## config.mk

```make
export PLATFORM = sky130hd
export DESIGN_NAME = xcr_access_unit
export DESIGN_NICKNAME = d
export VERILOG_FILES = /design/src/rtl/xcr_pkg.sv /design/src/rtl/xcr_check.sv /design/src/rtl/xcr_state.sv /design/src/rtl/xcr_resp.sv /design/src/rtl/xcr_access_unit.sv
export SDC_FILE = /design/constraint.sdc
export NUM_CORES = 1
export LEC_CHECK = 0
export ABC_AREA = 1
export BUFFER_PORTS_ARGS = -buffer_cell sky130_fd_sc_hd__buf_2
export CAP_MARGIN = 20
export CORE_UTILIZATION = 50
export DETAILED_ROUTE_END_ITERATION = 7
export PLACE_DENSITY = 0.94
export REMOVE_ABC_BUFFERS = 1
export SYNTH_ARGS = -nofsm -noshare
export SYNTH_HDL_FRONTEND = slang
export SYNTH_SLANG_ARGS = --single-unit
```

## constraint.sdc

```tcl
create_clock -name clk -period 2.6 [get_ports clk]
set_input_delay 0.52 -clock clk [delete_from_list [all_inputs] [get_ports clk]]
set_output_delay 0.52 -clock clk [all_outputs]
set_load 0.01 [all_outputs]
```

## src/rtl/xcr_pkg.sv

```systemverilog
package xcr_pkg;
  typedef enum logic [1:0] {
    VERD_OK = 2'd0,
    VERD_UD = 2'd1,
    VERD_GP = 2'd2
  } verdict_e;
endpackage

```

## src/rtl/xcr_check.sv

```systemverilog
module xcr_check
  import xcr_pkg::*;
#(
  parameter int DATA_W = 64,
  parameter int IDX_W  = 32,
  parameter int HALF_W = 32
) (
  input  logic              is_write,
  input  logic [IDX_W-1:0]  index,
  input  logic [DATA_W-1:0] wdata,
  input  logic              os_en,
  input  logic [HALF_W-1:0] mask_lo,
  input  logic [HALF_W-1:0] mask_hi,
  output verdict_e          verdict,
  output logic              sel_inuse
);
  localparam int MASK_W = 2 * HALF_W;

  logic [MASK_W-1:0] supported;
  logic              idx_zero;
  logic              idx_one;

  assign supported = {mask_hi, mask_lo};
  assign idx_zero  = (index == '0);
  assign idx_one   = (index == IDX_W'(1));
  assign sel_inuse = idx_one;

  // Ordered screening: OS enable, then index, then x87 bit, then mask.
  always_comb begin
    verdict = VERD_OK;
    if (!os_en) begin
      verdict = VERD_UD;
    end else if (!is_write) begin
      if (!(idx_zero || idx_one)) verdict = VERD_GP;
    end else if (!idx_zero) begin
      verdict = VERD_GP;
    end else if (!wdata[0]) begin
      verdict = VERD_GP;
    end else if ((wdata & ~DATA_W'(supported)) != '0) begin
      verdict = VERD_GP;
    end
  end
endmodule

```

## src/rtl/xcr_state.sv

```systemverilog
module xcr_state #(
  parameter int              DATA_W    = 64,
  parameter logic [DATA_W-1:0] RESET_VAL = 64'h1
) (
  input  logic              clk,
  input  logic              rst,
  input  logic              wr_en,
  input  logic [DATA_W-1:0] wr_data,
  output logic [DATA_W-1:0] q
);
  always_ff @(posedge clk) begin
    if (rst)        q <= RESET_VAL;
    else if (wr_en) q <= wr_data;
  end
endmodule

```

## src/rtl/xcr_resp.sv

```systemverilog
module xcr_resp
  import xcr_pkg::*;
#(
  parameter int DATA_W = 64
) (
  input  logic              clk,
  input  logic              rst,
  input  logic              valid,
  input  logic              is_write,
  input  verdict_e          verdict,
  input  logic [DATA_W-1:0] rd_value,
  output logic              done,
  output logic [DATA_W-1:0] rdata,
  output logic              ud,
  output logic              gp
);
  always_ff @(posedge clk) begin
    if (rst) begin
      done  <= 1'b0;
      rdata <= '0;
      ud    <= 1'b0;
      gp    <= 1'b0;
    end else begin
      done  <= valid;
      ud    <= valid && (verdict == VERD_UD);
      gp    <= valid && (verdict == VERD_GP);
      rdata <= (valid && !is_write && verdict == VERD_OK) ? rd_value : '0;
    end
  end

  // exclusive faults
  a_r11_single_fault: assert property (@(posedge clk) disable iff (rst)
    $countones({ud, gp}) <= 1);
  // no fault without done
  a_r10_fault_with_done: assert property (@(posedge clk) disable iff (rst)
    (ud || gp) |-> done);
endmodule

```

## src/rtl/xcr_access_unit.sv

```systemverilog
module xcr_access_unit
  import xcr_pkg::*;
#(
  parameter int                DATA_W    = 64,
  parameter int                IDX_W     = 32,
  parameter int                HALF_W    = 32,
  parameter logic [DATA_W-1:0] RESET_VAL = 64'h1,
  parameter logic [DATA_W-1:0] INUSE_VEC = '1
) (
  input  logic              clk,
  input  logic              rst,
  input  logic              req_valid,
  input  logic              req_write,
  input  logic [IDX_W-1:0]  req_index,
  input  logic [DATA_W-1:0] req_wdata,
  input  logic              os_enable,
  input  logic [HALF_W-1:0] feat_mask_lo,
  input  logic [HALF_W-1:0] feat_mask_hi,
  output logic              rsp_done,
  output logic [DATA_W-1:0] rsp_rdata,
  output logic              rsp_ud_fault,
  output logic              rsp_gp_fault
);
  verdict_e          verdict;
  logic              sel_inuse;
  logic              wr_en;
  logic [DATA_W-1:0] xcr_q;
  logic [DATA_W-1:0] rd_value;

  xcr_check #(.DATA_W(DATA_W), .IDX_W(IDX_W), .HALF_W(HALF_W)) u_check (
    .is_write (req_write),
    .index    (req_index),
    .wdata    (req_wdata),
    .os_en    (os_enable),
    .mask_lo  (feat_mask_lo),
    .mask_hi  (feat_mask_hi),
    .verdict  (verdict),
    .sel_inuse(sel_inuse)
  );

  assign wr_en    = req_valid && req_write && (verdict == VERD_OK);
  assign rd_value = sel_inuse ? (xcr_q & INUSE_VEC) : xcr_q;

  xcr_state #(.DATA_W(DATA_W), .RESET_VAL(RESET_VAL)) u_state (
    .clk    (clk),
    .rst    (rst),
    .wr_en  (wr_en),
    .wr_data(req_wdata),
    .q      (xcr_q)
  );

  xcr_resp #(.DATA_W(DATA_W)) u_resp (
    .clk     (clk),
    .rst     (rst),
    .valid   (req_valid),
    .is_write(req_write),
    .verdict (verdict),
    .rd_value(rd_value),
    .done    (rsp_done),
    .rdata   (rsp_rdata),
    .ud      (rsp_ud_fault),
    .gp      (rsp_gp_fault)
  );

  // one done pulse per request, none otherwise
  a_r10_done_follows_req: assert property (@(posedge clk) disable iff (rst)
    req_valid |=> rsp_done);
  a_r10_no_spurious_done: assert property (@(posedge clk) disable iff (rst)
    !req_valid |=> !rsp_done);
  // disabled OS gives invalid-opcode and leaves the register alone
  a_r2_ud_no_update: assert property (@(posedge clk) disable iff (rst)
    (req_valid && !os_enable) |=> (rsp_ud_fault && $stable(xcr_q)));
  // write to a nonzero index is rejected
  a_r6_bad_index_write: assert property (@(posedge clk) disable iff (rst)
    (req_valid && req_write && os_enable && req_index != '0)
      |=> (rsp_gp_fault && $stable(xcr_q)));
  // x87 bit must stay set
  a_r7_x87_kept: assert property (@(posedge clk) disable iff (rst)
    xcr_q[0]);
endmodule

```

* Word level (Yosys, flattened, before mapping)
Cells that the tools add are included.
Word-level totals: RAM bits 0, latch bits 0, register bits after elaboration 131, output and inout bits 67, bits in read-only memories 0, word-level logic and storage cells 29, input port bits 165, memories kept 0
Cells by class: shifts and indexed selects 0, div/mod/pow operators 0, equality and inequality tests 3, bitwise gates (word level) 3, order comparisons 0, reduce and logical (&&, ||, !) cells 12, add/subtract/negate cells 0, muxes and demuxes 6, $mul 0
Operators by type and width (count):
- $and 64x64->64 | 1
- $not 64->64 | 1
- $reduce_bool 64->1 | 1
- $eq 32x1->1 const B | 1
- $logic_not 32->1 | 1
- $mux 2 | 6
- $logic_and 1x1->1 | 6
- $eq 2x1->1 const B | 1
- $eq 2x2->1 const B | 1
- $logic_not 2->1 | 1
- $reduce_or 2->1 | 1
- $logic_not 1->1 | 1
- $logic_or 1x1->1 | 1
- $not 1->1 | 1

* Longest topological paths before layout
depth in word-level cells 12, depth in mapped cells 14, depth with buffers taken out 12

* Hierarchy
Synthesis repeated with hierarchy kept, for this count alone.
Unflattened totals: cell total of the unflattened synthesis 815, area total of the unflattened synthesis 5596.6 µm²
By module, submodules not included:
- xcr_state | instances 1, sequential area each 1281.2 µm², cells an instance 404, area an instance 2663.8 µm²
- xcr_resp | instances 1, sequential area each 1341.3 µm², cells an instance 211, area an instance 2100.8 µm²
- xcr_check | instances 1, sequential area each 0.0 µm², cells an instance 195, area an instance 810.8 µm²
- xcr_access_unit | instances 1, sequential area each 0.0 µm², cells an instance 5, area an instance 21.3 µm²

* Worst setup path after synthesis
OpenSTA, ideal clock, no wires.
path kind input to register, start input req_index[1], end register u_state.q[11], library setup time 0.113 ns, arrival 1.762 ns, stages on the path 10, buffers on the path 3, setup slack 0.726 ns, data required time 2.487 ns, path through or3_1 -> nor2_1 -> nand2_1 -> nor2_1 -> nand3_1 -> buf_6 -> buf_6 -> buf_6 -> nor2_1 -> nor2_1
On the way: longest elaborated chain between the ends 7
Ends and longest elaborated chain:
- from (decl) | line xcr_access_unit.sv:14 | input logic [IDX_W-1:0] req_index,
- $eq 32x1->1 or $logic_not 32->1 (tied branches) | line xcr_check.sv:25, xcr_check.sv:24
- $logic_or 1x1->1 | line xcr_check.sv:34 | if (!(idx_zero || idx_one)) verdict = VERD_GP;
- $mux 2 | line xcr_check.sv:34
- $mux 2 (*) | line xcr_check.sv:33 | end else if (!is_write) begin
- $mux 2 (*) | line xcr_check.sv:31 | if (!os_en) begin
- $logic_not 2->1 (*) | line xcr_access_unit.sv:41 | assign wr_en = req_valid && req_write && (verdict == VERD_OK);
- $logic_and 1x1->1 (*) | line xcr_access_unit.sv:41
- to (signal assigned) | line xcr_state.sv:13 | else if (wr_en) q <= wr_data;
- to (decl) | line xcr_state.sv:9 | output logic [DATA_W-1:0] q
Every way passes the cells marked *; elsewhere a longest branch is shown, timed or not. A chain may end at the register's enable or synchronous reset.

* Worst setup path in the final report
start input req_wdata[54], end register u_state.q[54]
On the way: longest elaborated chain between the ends 9
Ends and longest elaborated chain:
- from (decl) | line xcr_access_unit.sv:15 | input logic [DATA_W-1:0] req_wdata,
- $and 64x64->64 | line xcr_check.sv:39 | end else if ((wdata & ~DATA_W'(supported)) != '0) begin
- $reduce_bool 64->1 | line xcr_check.sv:39
- $mux 2 | line xcr_check.sv:39
- $mux 2 | line xcr_check.sv:37 | end else if (!wdata[0]) begin
- $mux 2 | line xcr_check.sv:35 | end else if (!idx_zero) begin
- $mux 2 | line xcr_check.sv:33
- $mux 2 | line xcr_check.sv:31
- $logic_not 2->1 | line xcr_access_unit.sv:41
- $logic_and 1x1->1 | line xcr_access_unit.sv:41
Several ways; a longest one is shown, not always the timed one.

==> reports/metrics.cfg <==
[detailed_routing]
top_layer_used=met4
viasPerCell=4.33
wl_um=11700
first_iter_violations=99
ant_nets=0
dr.pass1.iters=5
route.layer.met1.wl_um=5040
dr_total_vias=4865
drcViolationCount=0
wl_met2_um=5930
wl_per_cell_um=10.4
wl_met3_um=638

[hold_path]
hp-class=input pin to register
holdPathEnd=u_resp.ud
hp-start=os_enable
hold_depth=2

[power]
power_mw=4.76
p_per_area_nw_per_um2=689
ir_drop_mv=0.454
p_leak_nw=4.01

[floorplan]
dieArea_um2=10500
core_area_um2=9770
rows=36
die_height_um=102
die_w_um=102
io_pins=232
start_util_pct=51.6

[cts]
cts_tree=built
post_cts.repair.setup_buffers=0
cts-root-buf=clkbuf_8
cts_resized=0
ctsHoldBuffers=0
clk_latency_ps=490
clock-sinks=131
numCtsBuffers=17
clkTransAtPathRegs_ps=60
cts_buffer_depth=2
ctsHtreeMaxLevel=4

[setup_path]
reg2reg_to=u_state.q[30]
crit_path_end_kind=register
slowest_delay_ps=280
reg2reg_from=u_state.q[30]
cp_cell_sequence=buf_2 > nand2_1 > o21ai_0 > nor2_1 > nand2_1 > nor2_1 > nand2_1 > nor2_1 > nand3_4 > buf_4 > nor2_1 > nor2_1
start_kind=input pin
crit_fanout=45
reg2reg_slack_ps=1930
cp_common_cell=nor2_1
rr_worst_depth=4
cp_slowest_cell=buf_4
worstSetupPathType=input pin to register
required_ps=2980
arrival_ps=2120

[synthesis]
ys_seq_area_share_pct=52.0
yosysUniqueCellTypes=16
syn_area_per_cell_um2=6.71
syn_inst=751
synth-warning-count=0
synth.cell_area_um2=5040
ys_seq_elements=131

[sta]
setup-violations-final=0
min_period_ps=1740
slew_violations=0
setup_tns_ps=0
rsz0062_at_grt=no
fin_ws_ps=858
min_period_over_period_pct=67.0
slew_headroom_pct=53.2
worst_pin_slew_ps=702
fin_worst_skew_ps=5.25
fmax_ghz=0.574
finalHoldViolations=0

[finish]
nets=1143
insertedDiodeCount=0
drive_gt1_share_pct=27.2
syn_to_final_growth_pct=36.9
fin_cells=1123
nFillCells=826
fin_util_pct=70.6

[status]
outcome=completed

[placed_design]
placed_cells=1092
post-place-ws_ps=334
dpl.hpwl_um=8430
io_buffers=231
gp_congestion=0.746

[grt]
grt_pass1_wl_um=18400
grt_use_total_pct=22.7
grt_max_degree=83
grt_pass1_vias=4362
antenna_found_initial=0
gr-total-overflow=0

[job]
maxCapViolCount=0

==> kinds of logic (layout without fill, tap and decap cells) <==
kind of cell	count (synthesis)	in the layout	share of synthesized area [%]
flip-flops	131	131	52.0
buffers and inverters	157	396	12.6
AND/OR/NAND/NOR	448	448	33.8
AO/OA/AOI/OAI	15	15	1.59
==> sequential cells by signal (all words and copies together), names as in the netlist <==
name and cells:
u_resp.rdata 64, u_resp.gp 1, u_resp.ud 1, u_resp.done 1, u_state.q 64
==> cell type report <==
type,instances,area [um^2],share of cell area (%)
tap,133,166,2.41
timing repair buffer,235,1200,17.4
clock buffer,19,422,6.11
multi-input combinational,463,1800,26.1
sequential,131,2620,38.0
clock inverter,12,206,2.99
inverter,130,488,7.07
==> report_power, final <==
| part | internal [mW] | switching [mW] | leakage (nW) |
|---|---|---|---|
| logic | 0.123 | 0.118 | 2.65 |
| registers | 2.01 | 0.000500 | 1.06 |
| clock network | 1.66 | 0.848 | 0.302 |
==> metal layers <==
layer	vias up	global-route usage [%]
met5	-	0
met4	0	7.58
met3	8	5.06
met2	147	41.2
met1	2114	26.3
li1	2596	-
==> cells in the mapped netlist <==
cell type	instances	share of area [%]
buf_2	6	0.60
clkbuf_1	16	1.2
inv_1	130	9.7
nand4_1	2	0.25
a21oi_1	1	0.099
nor2_1	231	17
nor3_1	1	0.099
and3_1	1	0.12
o22ai_1	4	0.50
buf_6	5	1.1
o21ai_0	10	0.99
nand3_1	4	0.40
nand2_1	206	15
or3_1	1	0.12
dfxtp_1	131	52
nor2_2	2	0.25
==> worst max-delay path by stage <==
stage | depth (start not counted) | to | slack [ps] | from
6_report | 12 | u_state.q[54] | 860 | req_wdata[54]
5_1_grt | 13 | u_state.q[30] | 650 | req_wdata[54]
4_1_cts | 13 | u_state.q[30] | 840 | req_wdata[54]
3_5_place_dp | 13 | u_state.q[11] | 330 | req_wdata[54]
3_3_place_gp | 13 | u_state.q[20] | 410 | req_wdata[54]
2_1_floorplan | 7 | u_state.q[10] | -1370 | req_index[1]
==> through the flow <==
step                hold WS [ps]  instance area, um^2
floorplan                    416                 4890
global placement             421                 6270
detailed placement           424                 6270
CTS                          184                 6900
global route                 209                 6900
finish                       214                 6900
==> critical path, delay by kind of cell <==
family                 cells  cell delay (ps)
buffers and inverters      2              390
and+or+nand+nor            9             1110
AOI/OAI and AO/OA          1               70
==> placed cells by master (no fill, tap or decap) <==
master,instances
nand4_1,2
nand2_1,205
clkinvlp_4,1
dfxtp_1,131
buf_2,231
inv_6,1
clkbuf_8,1
nor3_1,1
clkinv_2,1
nand2_2,1
buf_12,1
nand3_4,1
o21ai_0,10
a21oi_1,1
bufinv_16,5
o22ai_1,4
clkbuf_1,2
inv_2,1
or3_1,1
and3_1,1
nor2_2,2
nor2_1,231
clkinv_4,4
clkbuf_16,16
buf_4,3
nand3_1,3
inv_1,129
Note: power is estimated with default switching activity, not from simulation.
